$ cat src/rtl/uls_pkg.sv
package uls_pkg;

    localparam int DATA_W = 8;

    // Error flags that travel with each queued character
    typedef struct packed {
        logic brk;
        logic ferr;
        logic perr;
    } err_flags_t;

    typedef struct packed {
        err_flags_t flags;
        logic [DATA_W-1:0] data;
    } rx_entry_t;

    // Status word; bit positions are the software-visible encoding
    typedef struct packed {
        logic rx_err_sum;   // bit 7
        logic tx_idle;      // bit 6
        logic thr_empty;    // bit 5
        logic brk;          // bit 4
        logic ferr;         // bit 3
        logic perr;         // bit 2
        logic overrun;      // bit 1
        logic data_ready;   // bit 0
    } lsr_t;

    localparam int LSR_W = $bits(lsr_t);

    function automatic logic has_err(input rx_entry_t e);
        return e.flags.perr | e.flags.ferr | e.flags.brk;
    endfunction

endpackage

$ cat src/rtl/uls_rx_fifo.sv
module uls_rx_fifo
    import uls_pkg::*;
#(
    parameter int DEPTH = 16
) (
    input  logic      clk,
    input  logic      rst,
    input  logic      fifo_en,
    input  logic      push,
    input  rx_entry_t push_entry,
    input  logic      pop,
    output rx_entry_t head_entry,
    output logic      not_empty,
    output logic      overrun_evt,
    output logic      push_err,
    output logic      head_load,
    output err_flags_t head_flags,
    output logic      err_none_next
);

    localparam int AW = (DEPTH > 1) ? $clog2(DEPTH) : 1;
    localparam int CW = $clog2(DEPTH + 1);

    rx_entry_t       mem [DEPTH];
    logic [AW-1:0]   rd_ptr, wr_ptr, rd_ptr_p1;
    logic [CW-1:0]   count, count_n, err_cnt, err_cnt_n, cap;
    logic            fifo_en_q, flush, full, push_ok, pop_ok, pop_err;

    function automatic logic [AW-1:0] bump(input logic [AW-1:0] p);
        return (p == AW'(DEPTH - 1)) ? '0 : p + AW'(1);
    endfunction

    assign flush     = fifo_en != fifo_en_q;
    assign cap       = fifo_en ? CW'(DEPTH) : CW'(1);
    assign full      = count >= cap;
    assign push_ok   = push && !full && !flush;
    assign pop_ok    = pop && (count != '0) && !flush;
    assign rd_ptr_p1 = bump(rd_ptr);
    assign pop_err   = pop_ok && has_err(mem[rd_ptr]);

    assign overrun_evt = push && full && !flush;
    assign push_err    = push_ok && has_err(push_entry);
    assign not_empty   = count != '0;
    assign head_entry  = not_empty ? mem[rd_ptr] : '0;

    // Which character becomes the head at this edge
    always_comb begin
        head_load  = 1'b0;
        head_flags = '0;
        if (push_ok && (count == '0 || (pop_ok && count == CW'(1)))) begin
            head_load  = 1'b1;
            head_flags = push_entry.flags;
        end else if (pop_ok && count >= CW'(2)) begin
            head_load  = 1'b1;
            head_flags = mem[rd_ptr_p1].flags;
        end
    end

    always_comb begin
        count_n = count;
        case ({push_ok, pop_ok})
            2'b10:   count_n = count + CW'(1);
            2'b01:   count_n = count - CW'(1);
            default: count_n = count;
        endcase
        err_cnt_n = err_cnt;
        case ({push_err, pop_err})
            2'b10:   err_cnt_n = err_cnt + CW'(1);
            2'b01:   err_cnt_n = err_cnt - CW'(1);
            default: err_cnt_n = err_cnt;
        endcase
        if (flush) begin
            count_n   = '0;
            err_cnt_n = '0;
        end
    end

    assign err_none_next = err_cnt_n == '0;

    always_ff @(posedge clk) begin
        if (rst) begin
            rd_ptr    <= '0;
            wr_ptr    <= '0;
            count     <= '0;
            err_cnt   <= '0;
            fifo_en_q <= fifo_en;
        end else begin
            fifo_en_q <= fifo_en;
            count     <= count_n;
            err_cnt   <= err_cnt_n;
            if (flush) begin
                rd_ptr <= '0;
                wr_ptr <= '0;
            end else begin
                if (push_ok) wr_ptr <= bump(wr_ptr);
                if (pop_ok)  rd_ptr <= rd_ptr_p1;
            end
        end
    end

    always_ff @(posedge clk) begin
        if (push_ok) mem[wr_ptr] <= push_entry;
    end

    // a dropped arrival leaves the occupancy untouched
    a_r3_drop_keeps_count: assert property (@(posedge clk) disable iff (rst)
        (push && full && !pop && !flush) |=> $stable(count));

    // occupancy never exceeds the storage
    a_r1_count_bound: assert property (@(posedge clk) disable iff (rst)
        count <= CW'(DEPTH));

    // errored entries are a subset of queued entries
    a_r8_errcnt_bound: assert property (@(posedge clk) disable iff (rst)
        err_cnt <= count);

    // a mode change empties the queue
    a_r10_flush_empties: assert property (@(posedge clk) disable iff (rst)
        flush |=> (count == '0));

endmodule

$ cat src/rtl/uls_tx_track.sv
module uls_tx_track (
    input  logic clk,
    input  logic rst,
    input  logic thr_wr,
    input  logic tsr_load,
    input  logic tsr_done,
    output logic thr_empty,
    output logic tx_idle
);

    logic thr_full_q, tsr_full_q, take;

    assign take      = tsr_load && thr_full_q;
    assign thr_empty = !thr_full_q;
    assign tx_idle   = !thr_full_q && !tsr_full_q;

    always_ff @(posedge clk) begin
        if (rst) begin
            thr_full_q <= 1'b0;
            tsr_full_q <= 1'b0;
        end else begin
            if (thr_wr)    thr_full_q <= 1'b1;
            else if (take) thr_full_q <= 1'b0;
            if (take)          tsr_full_q <= 1'b1;
            else if (tsr_done) tsr_full_q <= 1'b0;
        end
    end

    // a holding write always leaves the holding register occupied
    a_r6_write_fills: assert property (@(posedge clk) disable iff (rst)
        thr_wr |=> !thr_empty);

    // a take without a new write frees the holding register and busies the shifter
    a_r6_take_frees: assert property (@(posedge clk) disable iff (rst)
        (tsr_load && !thr_empty && !thr_wr) |=> (thr_empty && !tx_idle));

    // transmitter idle implies an empty holding register
    a_r7_idle_needs_both: assert property (@(posedge clk) disable iff (rst)
        tx_idle |-> thr_empty);

endmodule

$ cat src/rtl/uls_status.sv
module uls_status
    import uls_pkg::*;
(
    input  logic       clk,
    input  logic       rst,
    input  logic       lsr_rd,
    input  logic       fifo_en,
    input  logic       overrun_evt,
    input  logic       head_load,
    input  err_flags_t head_flags,
    input  logic       push_err,
    input  logic       err_none_next,
    input  logic       data_ready,
    input  logic       thr_empty,
    input  logic       tx_idle,
    output lsr_t       lsr
);

    logic       ovr_q, sum_q;
    err_flags_t flags_q, flags_n;

    // Set wins over the read clear
    always_comb begin
        flags_n = lsr_rd ? '0 : flags_q;
        if (head_load) flags_n = flags_n | head_flags;
    end

    always_ff @(posedge clk) begin
        if (rst) begin
            ovr_q   <= 1'b0;
            sum_q   <= 1'b0;
            flags_q <= '0;
        end else begin
            flags_q <= flags_n;
            if (overrun_evt) ovr_q <= 1'b1;
            else if (lsr_rd) ovr_q <= 1'b0;
            if (push_err)                        sum_q <= 1'b1;
            else if (lsr_rd && err_none_next)    sum_q <= 1'b0;
        end
    end

    always_comb begin
        lsr.data_ready = data_ready;
        lsr.overrun    = ovr_q;
        lsr.perr       = flags_q.perr;
        lsr.ferr       = flags_q.ferr;
        lsr.brk        = flags_q.brk;
        lsr.thr_empty  = thr_empty;
        lsr.tx_idle    = tx_idle;
        lsr.rx_err_sum = fifo_en && sum_q;
    end

    // an overrun is visible after its edge, read or not
    a_r3_overrun_sets: assert property (@(posedge clk) disable iff (rst)
        overrun_evt |=> ovr_q);

    // a read with no new overrun clears the overrun bit
    a_r4_read_clears: assert property (@(posedge clk) disable iff (rst)
        (lsr_rd && !overrun_evt) |=> !ovr_q);

    // head flags stay put until a status read
    a_r5_flags_sticky: assert property (@(posedge clk) disable iff (rst)
        !lsr_rd |=> ((flags_q & $past(flags_q)) == $past(flags_q)));

    // the summary holds without a read
    a_r8_sum_holds: assert property (@(posedge clk) disable iff (rst)
        (sum_q && !lsr_rd) |=> sum_q);

endmodule

$ cat src/rtl/uart_rx_line_status.sv
module uart_rx_line_status
    import uls_pkg::*;
#(
    parameter int DEPTH = 16
) (
    input  logic              clk,
    input  logic              rst,
    input  logic              fifo_en,
    input  logic              rx_valid,
    input  logic [DATA_W-1:0] rx_data,
    input  logic              rx_parity_err,
    input  logic              rx_frame_err,
    input  logic              rx_break,
    input  logic              buf_rd,
    input  logic              lsr_rd,
    input  logic              thr_wr,
    input  logic              tsr_load,
    input  logic              tsr_done,
    output logic [DATA_W-1:0] buf_data,
    output logic [LSR_W-1:0]  lsr
);

    rx_entry_t  in_entry, head_entry;
    err_flags_t head_flags;
    lsr_t       lsr_s;
    logic       not_empty, overrun_evt, push_err, head_load, err_none_next;
    logic       thr_empty, tx_idle;

    always_comb begin
        in_entry.data       = rx_data;
        in_entry.flags.perr = rx_parity_err;
        in_entry.flags.ferr = rx_frame_err;
        in_entry.flags.brk  = rx_break;
    end

    uls_rx_fifo #(.DEPTH(DEPTH)) u_fifo (
        .clk          (clk),
        .rst          (rst),
        .fifo_en      (fifo_en),
        .push         (rx_valid),
        .push_entry   (in_entry),
        .pop          (buf_rd),
        .head_entry   (head_entry),
        .not_empty    (not_empty),
        .overrun_evt  (overrun_evt),
        .push_err     (push_err),
        .head_load    (head_load),
        .head_flags   (head_flags),
        .err_none_next(err_none_next)
    );

    uls_tx_track u_tx (
        .clk      (clk),
        .rst      (rst),
        .thr_wr   (thr_wr),
        .tsr_load (tsr_load),
        .tsr_done (tsr_done),
        .thr_empty(thr_empty),
        .tx_idle  (tx_idle)
    );

    uls_status u_status (
        .clk          (clk),
        .rst          (rst),
        .lsr_rd       (lsr_rd),
        .fifo_en      (fifo_en),
        .overrun_evt  (overrun_evt),
        .head_load    (head_load),
        .head_flags   (head_flags),
        .push_err     (push_err),
        .err_none_next(err_none_next),
        .data_ready   (not_empty),
        .thr_empty    (thr_empty),
        .tx_idle      (tx_idle),
        .lsr          (lsr_s)
    );

    assign buf_data = head_entry.data;
    assign lsr      = lsr_s;

    // with the queue disabled the summary bit never shows
    a_r9_sum_masked: assert property (@(posedge clk) disable iff (rst)
        !fifo_en |-> !lsr_s.rx_err_sum);

endmodule

$ cat config.mk
export PLATFORM = sky130hd
export DESIGN_NAME = uart_rx_line_status
export DESIGN_NICKNAME = d
export VERILOG_FILES = /design/src/rtl/uls_pkg.sv /design/src/rtl/uls_rx_fifo.sv /design/src/rtl/uls_tx_track.sv /design/src/rtl/uls_status.sv /design/src/rtl/uart_rx_line_status.sv
export SDC_FILE = /design/constraint.sdc
export NUM_CORES = 1
export LEC_CHECK = 0
export BUFFER_PORTS_ARGS = -buffer_cell sky130_fd_sc_hd__buf_2
export CORE_UTILIZATION = 45
export DETAILED_ROUTE_END_ITERATION = 16
export PLACE_DENSITY_LB_ADDON = 0.2
export SLEW_MARGIN = 20
export SYNTH_ARGS = -nofsm -noshare
export SYNTH_HDL_FRONTEND = slang
export SYNTH_SLANG_ARGS = --single-unit
$ cat constraint.sdc
create_clock -name clk -period 9.1 [get_ports clk]
set_input_delay 1.82 -clock clk [delete_from_list [all_inputs] [get_ports clk]]
set_output_delay 1.82 -clock clk [all_outputs]
set_load 0.01 [all_outputs]
==> results.json, run 1 <==
{
  "synth_cell_types": 54,
  "synth-edff-count": 176,
  "clk_latency_ns": 0.52,
  "cts_setup_buffers": 0,
  "gp_congestion": 0.804,
  "area_growth_pct": 14.2,
  "crit_cells": 13,
  "h-tree-depth": 1,
  "dp_slack_ns": 3.66,
  "synth_top_area_share_pct": 59.7,
  "finalHoldViolCount": 0,
  "clk_pin_slew_ns": 0.06,
  "max_stage_delay_ns": 0.69,
  "detail-route-antenna-nets": 0,
  "p_int_mw": 1.67,
  "numPortBuffers": 35,
  "synth_commonest_cells": "176 x edfxtp_1, 34 x nor2_1, 30 x dfxtp_1, 28 x mux4_2, 25 x a21oi_1",
  "hold_depth": 2,
  "syn-cell-area_um2": 8850,
  "synthSimpleGateAreaFrac_pct": 7.00,
  "synth_xor_area_share_pct": 0.792,
  "grt_pass1_wl_um": 29000,
  "synth_mux_area_share_pct": 15.2,
  "wl_per_cell_um": 22.1,
  "critPathSlowestCell": "xnor2_1",
  "ys_top_cells_by_area": "edfxtp_1 60%, mux4_2 7.1%, dfxtp_1 6.8%, mux4_1 6.2%, ha_1 2.4%",
  "overflow": 0,
  "grtUsageTotal_pct": 19.7,
  "ys.flop_type": "edfxtp_1",
  "p_comb_share_pct": 3.4,
  "diodes": 0,
  "grt_max_degree": 38,
  "grt_pass1_vias": 4930,
  "syn_inst": 528,
  "grt_busiest_layer": "met2",
  "crit_fanout": 11,
  "cts_max_path_buffers": 3,
  "maxCapViolCount": 0,
  "drt_first_pass_iters": 5,
  "rr_worst_depth": 14,
  "met3_usage_pct": 3.94,
  "synth_fa_ha_area_share_pct": 2.63,
  "worst-path-buf-inv": 1,
  "synth_most_common_cell": "edfxtp_1",
  "antenna_found_initial": 0,
  "finalWorstSetupSlack_ns": 4.12,
  "die-width_um": 142,
  "drt-total-wl_um": 18800,
  "yosys.area.top_type": "edfxtp_1",
  "syn-num-nets": 566,
  "rsz0062_at_grt": "no",
  "cts_root_buffer": "clkbuf_16",
  "path_cells": "buf_2, xnor2_1, nand2_1, nor2_2, o31ai_1, ha_1, fa_1, a21o_1, a21oi_1, mux2i_1, mux2_2, and4_1, o22ai_1",
  "cts-buffers-inserted": 23,
  "io_pins": 36,
  "leakagePower_nw": 3.35,
  "final_util_pct": 53.2,
  "crit_family": "adder cells",
  "finClkSkew_ns": 0.00570,
  "synthesis.yosys.warnings": 0,
  "initial_core_util_pct": 46.5,
  "peakVddDrop_uv": 183,
  "die_y_um": 142,
  "grt_use_met2_pct": 32.9,
  "pwr_density_cell_nw_per_um2": 206,
  "p_sw_share_pct": 20.0,
  "end_kind": "flip-flop",
  "hp-class": "flip-flop to flip-flop",
  "worstPathRequired_ns": 9.54,
  "crit_type": "input pin to flip-flop",
  "finalSetupViolCount": 0,
  "tightest_slew_ns": 0.948,
  "drv_slew": 0,
  "p_clk_share_pct": 46.9,
  "arrival_ns": 5.42,
  "dp_hpwl_um": 11300,
  "fin_nets": 611,
  "route.detailed.drc": 0,
  "finalCritPeriodShare_pct": 54.7,
  "ys_seq_area_share_pct": 66.5,
  "core_region_area_um2": 19000,
  "tns_ns": 0,
  "use_met1_pct": 25.4,
  "async_flop_share_pct": 0,
  "p_sw_mw": 0.417,
  "cts_hold_buffers": 0,
  "synth_top_family_by_area": "multiplexers",
  "drive_gt1_share_pct": 22.2,
  "cts_resized": 0,
  "vias": 4841,
  "drt-initial-drc-count": 415,
  "cts.sinks": 206,
  "status": "finished, final reports clean",
  "avgSynthCellArea_um2": 16.8,
  "synth_compound_gate_area_share_pct": 4.90,
  "startpoint_type": "input pin",
  "fmax_mhz": 201,
  "die_area_um2": 20200,
  "vias_per_cell": 5.70,
  "fp-row-count": 50,
  "pwr-share-seq_pct": 49.7,
  "slew_headroom_pct": 36.7,
  "min_period_ns": 4.98,
  "cts_tree": "yes",
  "power_mw": 2.08,
  "synth_seq_cells": 206
}
==> power by group through the flow <==
stage / clock (mW) / combinational [mW] / sequential (mW)
after floorplan: 0 / 0.0434 / 1.05
after global placement: 0 / 0.0687 / 1.05
after detailed placement: 0 / 0.0712 / 1.05
after CTS: 0.998 / 0.0715 / 1.03
after global routing: 1.04 / 0.0788 / 1.03
final: 0.977 / 0.0707 / 1.03
==> worst min-delay path: stages, from the launching register on <==
cell	delay (ns)
dfxtp_1	0.32
nand2b_1	0.06
a21oi_1	0.06
==> registers in the layout, indices dropped and copies added, names as in the netlist, named ones only <==
signal	count
u_fifo.count	5
u_fifo.err_cnt	5
u_fifo.fifo_en_q	1
u_fifo.mem	176
u_fifo.rd_ptr	4
u_fifo.wr_ptr	4
u_status.lsr	3
u_status.ovr_q	1
u_status.sum_q	1
u_tx.thr_full_q	1
u_tx.tsr_full_q	1
==> cell usage in the layout, fill, tap and decap left out, types with 12 or more instances in the layout <==
| cell | netlist | layout |
|---|---|---|
| edfxtp_1 | 176 | 176 |
| buf_2 | 5 | 35 |
| nor2_1 | 34 | 32 |
| dfxtp_1 | 30 | 29 |
| mux4_2 | 28 | 28 |
| a21oi_1 | 25 | 25 |
| clkbuf_16 | 0 | 24 |
| mux4_1 | 21 | 21 |
| ha_1 | 17 | 17 |
| nand2_1 | 16 | 16 |
| buf_4 | 7 | 16 |
| inv_1 | 14 | 14 |
| mux2i_1 | 12 | 12 |
==> kinds of logic (layout without fill, tap and decap cells) <==
group / after synthesis / in the layout
xor gates and xnor gates: 8 / 8
adders and majority gates: 18 / 18
DFF: 206 / 206
AOI/OAI and AO/OA: 67 / 67
and+or+nand+nor: 119 / 119
buffers and inverters: 45 / 107
muxes: 65 / 65
==> metrics by stage <==
stage	cells	cell area (µm²)	hold slack, ns
2_1_floorplan	528	8850	0.445
3_3_place_gp	808	9290	0.456
3_5_place_dp	808	9300	0.474
4_1_cts	850	10100	0.484
5_1_grt	850	10100	0.494
6_report	850	10100	0.489
==> final cells by class <==
cell class              instances  area, µm²
clock inverters                13        183
fillers                      1543       8910
flip-flops and latches        206       5890
multi-input cells             277       2740
well taps                     260        325
repair buffers                 51        295
inverters                      14       52.6
clock buffers                  29        633
==> final timing paths <==
check | end | slack (ns) | start
setup / recovery | u_status.sum_q$_SDFFE_PP0P_ | 4.12 | fifo_en
hold / removal | u_tx.tsr_full_q$_SDFFE_PP0P_ | 0.49 | u_tx.tsr_full_q$_SDFFE_PP0P_
setup reg to reg | u_status.sum_q$_SDFFE_PP0P_ | 5.10 | flip-flop
hold reg to reg | u_tx.tsr_full_q$_SDFFE_PP0P_ | 0.49 | u_tx.tsr_full_q$_SDFFE_PP0P_
==> layer usage <==
| metal | part of all wire [%] | routed length [µm] | vias to the layer above |
|---|---|---|---|
| li1 | - | - | 2207 |
| met1 | 43 | 8020 | 2449 |
| met2 | 48 | 9090 | 143 |
| met3 | 5.0 | 941 | 42 |
| met4 | 4.0 | 761 | 0 |
| met5 | 0 | 0 | - |
(Power assumes the default switching activity.)
==> inputs of run 2 (changes only) <==
Clock period 9.1 ns to 4.6 ns, I/O delays scaled along.
==> run 2 against run 1 <==
  * Routed wire length up 1.9%
  * Flip-flop and latch count unchanged
  * Register-to-register slack worse by 4.4 ns
  * Worst hold slack worse by 0.012 ns
  * Combinational power up 100%
  * First-iteration DRC count down 1.7%
  * Global-route usage up 0.059 points
  * Worst setup slack worse by 3.5 ns
  * Via count up 1.2%
  * Clock skew up 0.015 ns
  * Core utilization down 0.46 points
==> results.json, run 2 (synthesized netlist as in run 1, its figures left out) <==
{
  "overflow": 0,
  "clk_pin_slew_ns": 0.06,
  "largest_register_ffs": 176,
  "cts_root_buffer": "clkbuf_16",
  "initial_core_util_pct": 46.5,
  "path_cells": "buf_4, mux4_1, mux4_2, and2_1, buf_2",
  "crit_family": "multiplexers",
  "finalCritPeriodShare_pct": 87.4,
  "cts_tree": "yes",
  "drv_slew": 0,
  "die_y_um": 142,
  "arrival_ns": 3.10,
  "cts.sinks": 206,
  "tightest_slew_ns": 0.863,
  "clk_latency_ns": 0.51,
  "rr_worst_depth": 13,
  "grtUsageTotal_pct": 19.8,
  "vias_per_cell": 5.72,
  "p_sw_mw": 0.785,
  "die-width_um": 142,
  "p_int_mw": 3.07,
  "numPortBuffers": 35,
  "fill_cells": 1577,
  "route.detailed.drc": 0,
  "finalHoldViolCount": 0,
  "top_regs": "u_fifo.mem x176, u_fifo.count x5, u_fifo.err_cnt x5",
  "place_area_um2": 9350,
  "dp_cells": 817,
  "crit_type": "flip-flop to primary output",
  "drt-initial-drc-count": 408,
  "mostFrequentLayoutCells": "176 x edfxtp_1, 35 x buf_2, 34 x nor2_1, 29 x dfxtp_1, 28 x mux4_2",
  "max_stage_delay_ns": 0.70,
  "leakagePower_nw": 3.33,
  "regMostFlops": "u_fifo.mem",
  "vias": 4900,
  "final_common_cell": "edfxtp_1",
  "cts_max_path_buffers": 3,
  "stdcell_count": 857,
  "cp-endpoint": "buf_data[2]",
  "drive_gt1_share_pct": 21.3,
  "fin_nets": 620,
  "finalSetupViolCount": 0,
  "fp-row-count": 50,
  "wl_per_cell_um": 22.4,
  "core_region_area_um2": 19000,
  "p_comb_share_pct": 3.7,
  "min_period_ns": 4.02,
  "critPathSlowestCell": "dfxtp_2",
  "hp-class": "flip-flop to flip-flop",
  "startpoint_type": "flip-flop",
  "crit_cells": 5,
  "die_area_um2": 20200,
  "cts_setup_buffers": 0,
  "status": "finished, final reports clean",
  "worst-path-buf-inv": 2,
  "dp_hpwl_um": 12500,
  "drt_first_pass_iters": 5,
  "cts_hold_buffers": 0,
  "crit_fanout": 20,
  "area_growth_pct": 13.2,
  "detail-route-antenna-nets": 0,
  "grt_pass1_wl_um": 29400,
  "rsz0062_at_grt": "no",
  "final_area_um2": 10000,
  "maxCapViolCount": 0,
  "cts_resized": 0,
  "peakVddDrop_uv": 287,
  "grt_max_degree": 24,
  "rr_endpoint": "u_status.sum_q$_SDFFE_PP0P_",
  "p_clk_share_pct": 43.1,
  "pwr_density_cell_nw_per_um2": 384,
  "worstPathRequired_ns": 3.68,
  "antenna_found_initial": 0,
  "gp_congestion": 0.837,
  "io_pins": 36,
  "tns_ns": 0,
  "pwr-share-seq_pct": 53.1,
  "regToRegSetupSlack_ns": 0.65,
  "slew_headroom_pct": 42.4,
  "diodes": 0,
  "grt_pass1_vias": 4970,
  "h-tree-depth": 1,
  "cts-buffers-inserted": 23,
  "end_kind": "primary output",
  "drt-total-wl_um": 19200,
  "fmax_mhz": 249,
  "finClkSkew_ns": 0.0204,
  "p_sw_share_pct": 20.4
}
run 2: cell types whose count changed in the layout (fill, tap and decap cells not counted), moves of 2 or more:
cell	change
clkinv_2	-3
nor2_2	-2
clkbuf_1	+7
bufinv_16	-3
nor2_1	+2
clkinvlp_4	-2
clkinv_1	+2
buf_4	+9
run 2: worst min-delay path, delay by kind of cell, from the launching register on:
family | cells | cell delay, ns
AO/OA/AOI/OAI | 1 | 0.05
flip-flops | 1 | 0.31
AND/OR/NAND/NOR | 1 | 0.07
run 2: per-layer routing:
metal / share of wire [%] / up-vias / routed length [µm] / GRT usage (%)
li1: - / 2218 / - / -
met1: 42 / 2536 / 7970 / 25.3
met2: 52 / 114 / 10000 / 35.3
met3: 4.0 / 32 / 768 / 3.06
met4: 2.2 / 0 / 423 / 4.81
met5: 0 / - / 0 / 0
run 2: power by group through the flow:
stage               Sequential (mW)  Clock [mW]  Combinational (mW)
CTS                            2.05        1.70               0.146
floorplan                      2.08           0              0.0858
global placement               2.09           0               0.141
finish                         2.05        1.66               0.144
detailed placement             2.09           0               0.146
global route                   2.05        1.76               0.160
run 2: through the flow:
step | hold slack (ns) | power (mW) | utilization (%) | worst slack, ns
after floorplan | 0.445 | 2.17 | - | 0.652
after global placement | 0.455 | 2.23 | 49.2 | 0.548
after detailed placement | 0.472 | 2.23 | 49.2 | 0.475
after CTS | 0.479 | 3.89 | 52.7 | 0.510
after global routing | 0.500 | 3.97 | 52.7 | 0.375
final | 0.477 | 3.85 | 52.7 | 0.578
run 2: area by class of cell:
| class | count | area (µm²) | share of cell area, % |
|---|---|---|---|
| well taps | 260 | 325 | 3.25 |
| multi-input cells | 277 | 2720 | 27.2 |
| inverters | 14 | 52.6 | 0.524 |
| clock inverters | 7 | 58.8 | 0.587 |
| clock buffers | 33 | 613 | 6.12 |
| repair buffers | 60 | 363 | 3.62 |
| flip-flops and latches | 206 | 5890 | 58.7 |
run 2: how the worst min path moves through the flow:
| stage | to | depth (start not counted) | slack [ns] | start |
|---|---|---|---|---|
| global route | u_status.sum_q$_SDFFE_PP0P_ | 2 | 0.50 | u_status.sum_q$_SDFFE_PP0P_ |
| finish | u_tx.tsr_full_q$_SDFFE_PP0P_ | 2 | 0.48 | u_tx.tsr_full_q$_SDFFE_PP0P_ |
| detailed placement | u_status.sum_q$_SDFFE_PP0P_ | 2 | 0.47 | u_status.sum_q$_SDFFE_PP0P_ |
| floorplan | u_tx.tsr_full_q$_SDFFE_PP0P_ | 2 | 0.45 | u_tx.tsr_full_q$_SDFFE_PP0P_ |
| global placement | u_tx.tsr_full_q$_SDFFE_PP0P_ | 2 | 0.46 | u_tx.tsr_full_q$_SDFFE_PP0P_ |
| CTS | u_tx.tsr_full_q$_SDFFE_PP0P_ | 2 | 0.48 | u_tx.tsr_full_q$_SDFFE_PP0P_ |
